## src/rtl/lvl_irq_pkg.sv

```systemverilog
package lvl_irq_pkg;
  localparam int NUM_SRC     = 32;
  localparam int DATA_W      = 32;
  localparam int ADDR_W      = 8;
  localparam int NUM_REQ     = 3;
  localparam int SYNC_STAGES = 2;
  localparam int BYTES_PER_W = DATA_W / 8;

  typedef enum logic [1:0] {
    REQ_NORMAL = 2'd0,
    REQ_FAST   = 2'd1,
    REQ_ENDP   = 2'd2
  } req_sel_e;

  localparam logic [ADDR_W-1:0] OFS_CAUSE = '0;
endpackage

```

## src/rtl/lvl_irq_rst_sync.sv

```systemverilog
module lvl_irq_rst_sync #(
  parameter int STAGES = 2
) (
  input  logic clk,
  input  logic rst_n,
  output logic rst_q
);
  logic [STAGES-1:0] chain_q;
  logic [STAGES-1:0] chain_d;

  always_comb begin
    chain_d = {chain_q[STAGES-2:0], 1'b1};
  end

  always_ff @(posedge clk or negedge rst_n) begin
    if (!rst_n) chain_q <= '0;
    else        chain_q <= chain_d;
  end

  assign rst_q = chain_q[STAGES-1];
endmodule

```

## src/rtl/lvl_irq_sync.sv

```systemverilog
module lvl_irq_sync #(
  parameter int WIDTH  = 32,
  parameter int STAGES = 2
) (
  input  logic             clk,
  input  logic             rst_n,
  input  logic [WIDTH-1:0] async_i,
  output logic [WIDTH-1:0] sync_o
);
  for (genvar b = 0; b < WIDTH; b++) begin : g_bit
    logic [STAGES-1:0] flop_q;
    logic [STAGES-1:0] flop_d;

    always_comb begin
      flop_d = {flop_q[STAGES-2:0], async_i[b]};
    end

    always_ff @(posedge clk or negedge rst_n) begin
      if (!rst_n) flop_q <= '0;
      else        flop_q <= flop_d;
    end

    assign sync_o[b] = flop_q[STAGES-1];
  end
endmodule

```

## src/rtl/lvl_irq_regs.sv

```systemverilog
module lvl_irq_regs
  import lvl_irq_pkg::*;
#(
  parameter int AW  = ADDR_W,
  parameter int DW  = DATA_W,
  parameter int NR  = NUM_REQ,
  parameter int BPW = BYTES_PER_W
) (
  input  logic                  clk,
  input  logic                  rst_n,
  input  logic [DW-1:0]         cause_i,
  input  logic [AW-1:0]         addr_i,
  input  logic                  we_i,
  input  logic [DW-1:0]         wdata_i,
  output logic [DW-1:0]         rdata_o,
  output logic [NR-1:0][DW-1:0] mask_o
);
  logic [NR-1:0][DW-1:0] mask_q;
  logic [NR-1:0][DW-1:0] mask_d;
  logic [NR-1:0]         hit;
  logic [NR-1:0]         load_en;
  logic                  hit_cause;

  always_comb begin
    hit_cause = (addr_i == OFS_CAUSE);
    for (int k = 0; k < NR; k++) begin
      hit[k] = (addr_i == AW'((k + 1) * BPW));
    end
  end

  always_comb begin
    load_en = hit & {NR{we_i}};
    for (int k = 0; k < NR; k++) begin
      mask_d[k] = load_en[k] ? wdata_i : mask_q[k];
    end
  end

  for (genvar k = 0; k < NR; k++) begin : g_mask
    always_ff @(posedge clk or negedge rst_n) begin
      if (!rst_n)          mask_q[k] <= '0;
      else if (load_en[k]) mask_q[k] <= mask_d[k];
    end
  end

  always_comb begin
    rdata_o = hit_cause ? cause_i : '0;
    for (int k = 0; k < NR; k++) begin
      if (hit[k]) rdata_o = mask_q[k];
    end
  end

  assign mask_o = mask_q;
endmodule

```

## src/rtl/lvl_irq_req.sv

```systemverilog
module lvl_irq_req #(
  parameter int WIDTH = 32
) (
  input  logic             clk,
  input  logic             rst_n,
  input  logic [WIDTH-1:0] cause_i,
  input  logic [WIDTH-1:0] mask_i,
  output logic             req_o
);
  logic req_d;
  logic req_q;

  always_comb begin
    req_d = |(cause_i & mask_i);
  end

  always_ff @(posedge clk or negedge rst_n) begin
    if (!rst_n) req_q <= 1'b0;
    else        req_q <= req_d;
  end

  assign req_o = req_q;
endmodule

```

## src/rtl/lvl_irq_bank.sv

```systemverilog
module lvl_irq_bank
  import lvl_irq_pkg::*;
(
  input  logic              clk,
  input  logic              rst_n,
  input  logic [NUM_SRC-1:0] src_i,
  input  logic [ADDR_W-1:0] bus_addr,
  input  logic              bus_we,
  input  logic [DATA_W-1:0] bus_wdata,
  output logic [DATA_W-1:0] bus_rdata,
  output logic              irq_o,
  output logic              fiq_o,
  output logic              endp_o
);
  logic                          rst_q;
  logic [DATA_W-1:0]             cause_w;
  logic [NUM_REQ-1:0][DATA_W-1:0] mask_w;
  logic [NUM_REQ-1:0]            req_w;

  lvl_irq_rst_sync #(.STAGES(2)) i_rst_sync (
    .clk   (clk),
    .rst_n (rst_n),
    .rst_q (rst_q)
  );

  lvl_irq_sync #(.WIDTH(NUM_SRC), .STAGES(SYNC_STAGES)) i_sync (
    .clk     (clk),
    .rst_n   (rst_q),
    .async_i (src_i),
    .sync_o  (cause_w)
  );

  lvl_irq_regs i_regs (
    .clk     (clk),
    .rst_n   (rst_q),
    .cause_i (cause_w),
    .addr_i  (bus_addr),
    .we_i    (bus_we),
    .wdata_i (bus_wdata),
    .rdata_o (bus_rdata),
    .mask_o  (mask_w)
  );

  for (genvar k = 0; k < NUM_REQ; k++) begin : g_req
    lvl_irq_req #(.WIDTH(DATA_W)) i_req (
      .clk     (clk),
      .rst_n   (rst_q),
      .cause_i (cause_w),
      .mask_i  (mask_w[k]),
      .req_o   (req_w[k])
    );
  end

  assign irq_o  = req_w[REQ_NORMAL];
  assign fiq_o  = req_w[REQ_FAST];
  assign endp_o = req_w[REQ_ENDP];
endmodule

```

## config.mk

```make
export PLATFORM = sky130hd
export DESIGN_NAME = lvl_irq_bank
export DESIGN_NICKNAME = d
export VERILOG_FILES = /design/src/rtl/lvl_irq_pkg.sv /design/src/rtl/lvl_irq_rst_sync.sv /design/src/rtl/lvl_irq_sync.sv /design/src/rtl/lvl_irq_regs.sv /design/src/rtl/lvl_irq_req.sv /design/src/rtl/lvl_irq_bank.sv
export SDC_FILE = /design/constraint.sdc
export NUM_CORES = 1
export LEC_CHECK = 0
export ABC_AREA = 1
export BUFFER_PORTS_ARGS = -buffer_cell sky130_fd_sc_hd__buf_2
export CORE_MARGIN = 8
export CORE_UTILIZATION = 61
export DETAILED_ROUTE_END_ITERATION = 16
export PLACE_DENSITY = 0.93
export SLEW_MARGIN = 5
export SYNTH_ARGS = -nofsm -noshare
export SYNTH_HDL_FRONTEND = slang
export SYNTH_HIERARCHICAL = 1
export SYNTH_SLANG_ARGS = --single-unit
```

## constraint.sdc

```tcl
create_clock -name clk -period 9.9 [get_ports clk]
set_clock_uncertainty 0.05 [all_clocks]
set_input_delay 0.495 -clock clk [delete_from_list [all_inputs] [get_ports clk]]
set_output_delay 0.495 -clock clk [all_outputs]
set_load 0.01 [all_outputs]
```

-- After elaboration in Yosys (flattened, before gate mapping)
Index checks and enable logic that the tools add are counted.
- input port bits: 75
- register bits after elaboration: 165
- logic and storage cells: 54
- muxes and demuxes: 4
- reductions and logical operators: 4
- eq/ne operators: 3
- bitwise logic cells: 4
- operators by type and width (kind ; number):
    $mux W32 ; 4
    $and A32 B32 Y32 ; 3
    $reduce_or A32 Y1 ; 3
    $eq A8 B4 Y1 const B ; 2
    $eq A8 B3 Y1 const B ; 1
    $logic_not A8 Y1 ; 1
    $and A3 B3 Y3 ; 1

-- Depth between registers and ports, before layout
- depth after elaboration: 5
- depth in mapped cells: 8
- gate-level depth less buffers: 7

-- Hierarchy
The synthesis kept the hierarchy.
- modules (own cells, without submodules) (module ; times used ; area each (sq um) ; cells each):
    lvl_irq_regs ; 1 ; 4768.3 ; 619
    lvl_irq_sync ; 1 ; 1841.8 ; 96
    lvl_irq_req ; 3 ; 261.5 ; 64
    lvl_irq_rst_sync ; 1 ; 53.8 ; 3

-- Least setup slack after synthesis
Ideal clock, no wire load.
- kind: input-to-output
- start point: input bus_addr[7]
- end point: output bus_rdata[10]
- data arrival time: 1.359 ns
- data required time: 9.355 ns
- cell stages on the path: 7
- slack: 7.996 ns
- cell sequence: nor2_1 nand2_1 nor2_1 buf_4 buf_2 nand2_1 nand4_1
- longest elaborated chain between the ends: 5
- elaborated cells between the ends (all ways): 8
- ends and longest elaborated chain (element ; line ; source):
    from (decl) ; lvl_irq_bank.sv:7 ; input logic [ADDR_W-1:0] bus_addr,
    $logic_not A8 Y1 ; lvl_irq_regs.sv:25 ; hit_cause = (addr_i == OFS_CAUSE);
    $mux W32 ; lvl_irq_regs.sv:46 ; rdata_o = hit_cause ? cause_i : '0;
    $mux W32 (2 in series) ; lvl_irq_regs.sv:48 ; if (hit[k]) rdata_o = mask_q[k];
    $mux W32 (*) ; lvl_irq_regs.sv:48 ;
    to (decl) ; lvl_irq_bank.sv:10 ; output logic [DATA_W-1:0] bus_rdata,
Mark *: on every way between the ends. The rest lies on a longest branch, timed or not.

-- Worst setup path after layout
- start point: input bus_addr[1]
- end point: register i_regs.mask_q (netlist bit i_regs/mask_o[80])
- longest elaborated chain between the ends: 2
- ends and longest elaborated chain (element ; line ; source):
    $eq A8 B4 Y1 ; lvl_irq_regs.sv:27 ; hit[k] = (addr_i == AW'((k + 1) * BPW));
    $and A3 B3 Y3 ; lvl_irq_regs.sv:32 ; load_en = hit & {NR{we_i}};
    to (signal, indexed assignment) ; lvl_irq_regs.sv:41 ; else if (load_en[k]) mask_q[k] <= mask_d[k];
    to (decl) ; lvl_irq_regs.sv:18 ; logic [NR-1:0][DW-1:0] mask_q;
No other way between the ends.
A chain may end at the register's enable or synchronous reset.

==> impl_metrics.yaml <==
status:
  status: "complete, no violations"
final_layout:
  nNetsFinal: 1043
  drive_gt1_frac: 0.164
  final_cell_mix: "nand2_1 (413), dfrtp_1 (164), nand3_1 (138)"
  post-route-util: 0.702
  ff_latch_area_mm2: 0.00413
  stdcell_area_mm2: 0.00840
  num-fill-cells: 880
  post_layout_nonfiller_instances: 1129
  mostFrequentLayoutCell: "nand2_1"
  multi_input_area_mm2: 0.00282
  area_growth_pct: 12.8
routing:
  num_vias: 6775
  drcViolationCount: 0
  drt_iter0_drc: 1155
  final_antenna_net_count: 0
  avgViaCountPerCell: 6.00
  firstDrtPassIters: 7
  wirelength_um: 20800
  wl_per_cell_um: 18.4
placement:
  dpl_cell_area_mm2: 0.00777
  place.detailed.hpwl_um: 13100
  gp_congestion: 0.914
  io_buffers: 109
  dp.cells: 1095
synthesis:
  synth.avg_cell_area_um2: 8.19
  async_flop_share: 1.00
  synthesis.area_mm2: 0.00745
  synth_seq_area_share: 0.554
  synth.largest_area_cell: "dfrtp_1"
  synth_seq_cells: 165
  synth_edf_count: 0
  yosys_warnings: 6
  synth_top_flop_cell: "dfrtp_1"
  synth_cells: 910
  syn-num-nets: 985
  ys_types: 18
  synth.top_cells.by_area: "dfrtp_1 (55%), nand2_1 (21%), nand3_1 (9.3%)"
  yosysTopAreaCellShare: 0.554
critical_path:
  cp-start-kind: "input pin"
  critPathCaptureType: "register"
  arrival_ns: 3.38
  critPathMaxStageDelay_ns: 0.88
  crit_slowest_cell: "nor2_4"
  crit_chain: "buf_2, inv_1, nand2_2, nor2_4, nand2_2, nor2_4, nand2_1, nand2_1"
  worstPathRequired_ns: 10.22
  cp_max_fo: 33
  crit_type: "in2reg"
sta:
  setup-violations-final: 0
  fin_setup_tns_ns: 0
  relSlewSlack: 0.340
  period_needed_ns: 3.05
  fmax_mhz: 327
  hold_viol: 0
  slew_violations: 0
  tightest_slew_ns: 0.988
  min_period_over_period: 0.309
  hold_slack_ns: 0.104
  rsz0062_at_grt: "no"
floorplanning:
  die-area_mm2: 0.0160
  core_region_area_mm2: 0.0120
  io_pins: 110
  initial_core_util: 0.623
  die_h_um: 127
  fp.dieW_um: 127
  rows: 40
clock_tree:
  cts_num_sinks: 165
  cts_htree_levels: 4
  clk_pin_slew_ns: 0.06
  clock_tree.root_cell: "clkbuf_16"
  insertion_delay_ns: 0.44
  cts_tree: "yes"
  cts_buffers: 17
  clock_path_buffers: 2
grt:
  busiest_layer: "met2"
  use_met3: 0.0838
  grt_pass1_wl_um: 33100
  grt_usage: 0.266
  grt_use_met1: 0.333
  grt_pass1_vias: 6613
  met2_usage: 0.399
  grt_start_max_net_pins: 75
  antenna_found_initial: 4
  grt-ovfl-total: 0
power:
  ir_worst_vdd_v: 0.000128
  leakage_nw: 4.56
  powerDensity_mw_per_mm2: 182
flow_run:
  max_cap_violations: 0
min_path:
  hold_path_class: "in2reg"
## critical path, delay by kind of cell
kind / cells / cell delay (ns)
buf+inv: 2 / 0.17
simple gates: 6 / 2.68
## flip-flops by register name, summed over array words and instances (netlist names)
| signal | cells |
|---|---|
| g_req.i_req/req_o | 3 |
| i_rst_sync/chain_q | 2 |
| i_sync/g_bit.flop_q | 64 |
| i_regs/mask_o | 96 |
## layer usage
metal,vias to the layer above,routed length (um)
met3,90,2510
met2,513,9580
met4,4,799
met1,3146,7840
li1,3022,-
met5,-,25
## report_power, final
part	leakage (nW)	total (mW)	switching (mW)	internal [mW]
clock network	0.306	0.684	0.269	0.416
logic	2.13	0.102	0.0684	0.0335
registers	2.13	0.741	0.0296	0.712
## Yosys cell counts, types with 3 or more instances
cell	instances
buf_2	29
clkbuf_1	7
nand3_1	138
nand4_1	32
o21ai_1	30
nand2_1	413
buf_6	3
nor2_1	38
inv_1	3
buf_4	37
buf_1	4
dfrtp_1	165
inv_2	3
## path summary, 6_finish.rpt
kind | startpoint | slack (ns) | depth (start not counted) | end
setup / recovery | bus_addr[1] | 6.85 | 8 | i_regs/mask_o[80]
hold / removal | src_i[8] | 0.10 | 1 | i_sync/g_bit[8].flop_q[0]
setup reg to reg | i_rst_sync/chain_q[1] | 8.28 | 1 | i_regs/mask_o[44]
hold reg to reg | i_rst_sync/chain_q[1] | 0.26 | 0 | i_sync/g_bit[1].flop_q[0]
max in group asynchronous | i_rst_sync/chain_q[1] | 8.28 | 1 | i_regs/mask_o[44]
min in group asynchronous | i_rst_sync/chain_q[1] | 0.26 | 0 | i_sync/g_bit[1].flop_q[0]
## cell families after synthesis
kind of cell    count (synthesis)  share of synthesized area
compound gates                 32                     0.0215
buf+inv                        86                     0.0699
flops                         165                      0.554
other cells                     1                   0.000503
simple gates                  626                      0.354
## area by class of cell
cell class                 instances  area share
multi-input combinational        659       0.335
inverter                           6     0.00268
timing repair buffer             119      0.0742
clock buffer                      20      0.0556
antenna                            2    0.000596
clock inverter                    11      0.0177
tap                              147      0.0219
sequential                       165       0.492
## timing repair
item | 4_1_cts | 5_1_grt
hold endpoints to repair | 2 | 0
setup buffers | 0 | 0
hold buffers | 1 | 0
resized for setup | 0 | 0
## stage by stage
step	power [mW]	setup slack, ns
floorplan	0.810	4.91
global placement	0.847	6.67
detailed placement	0.851	6.59
CTS	1.53	7.00
global route	1.58	6.72
finish	1.53	6.85
Power figures use the tool's default switching activity.
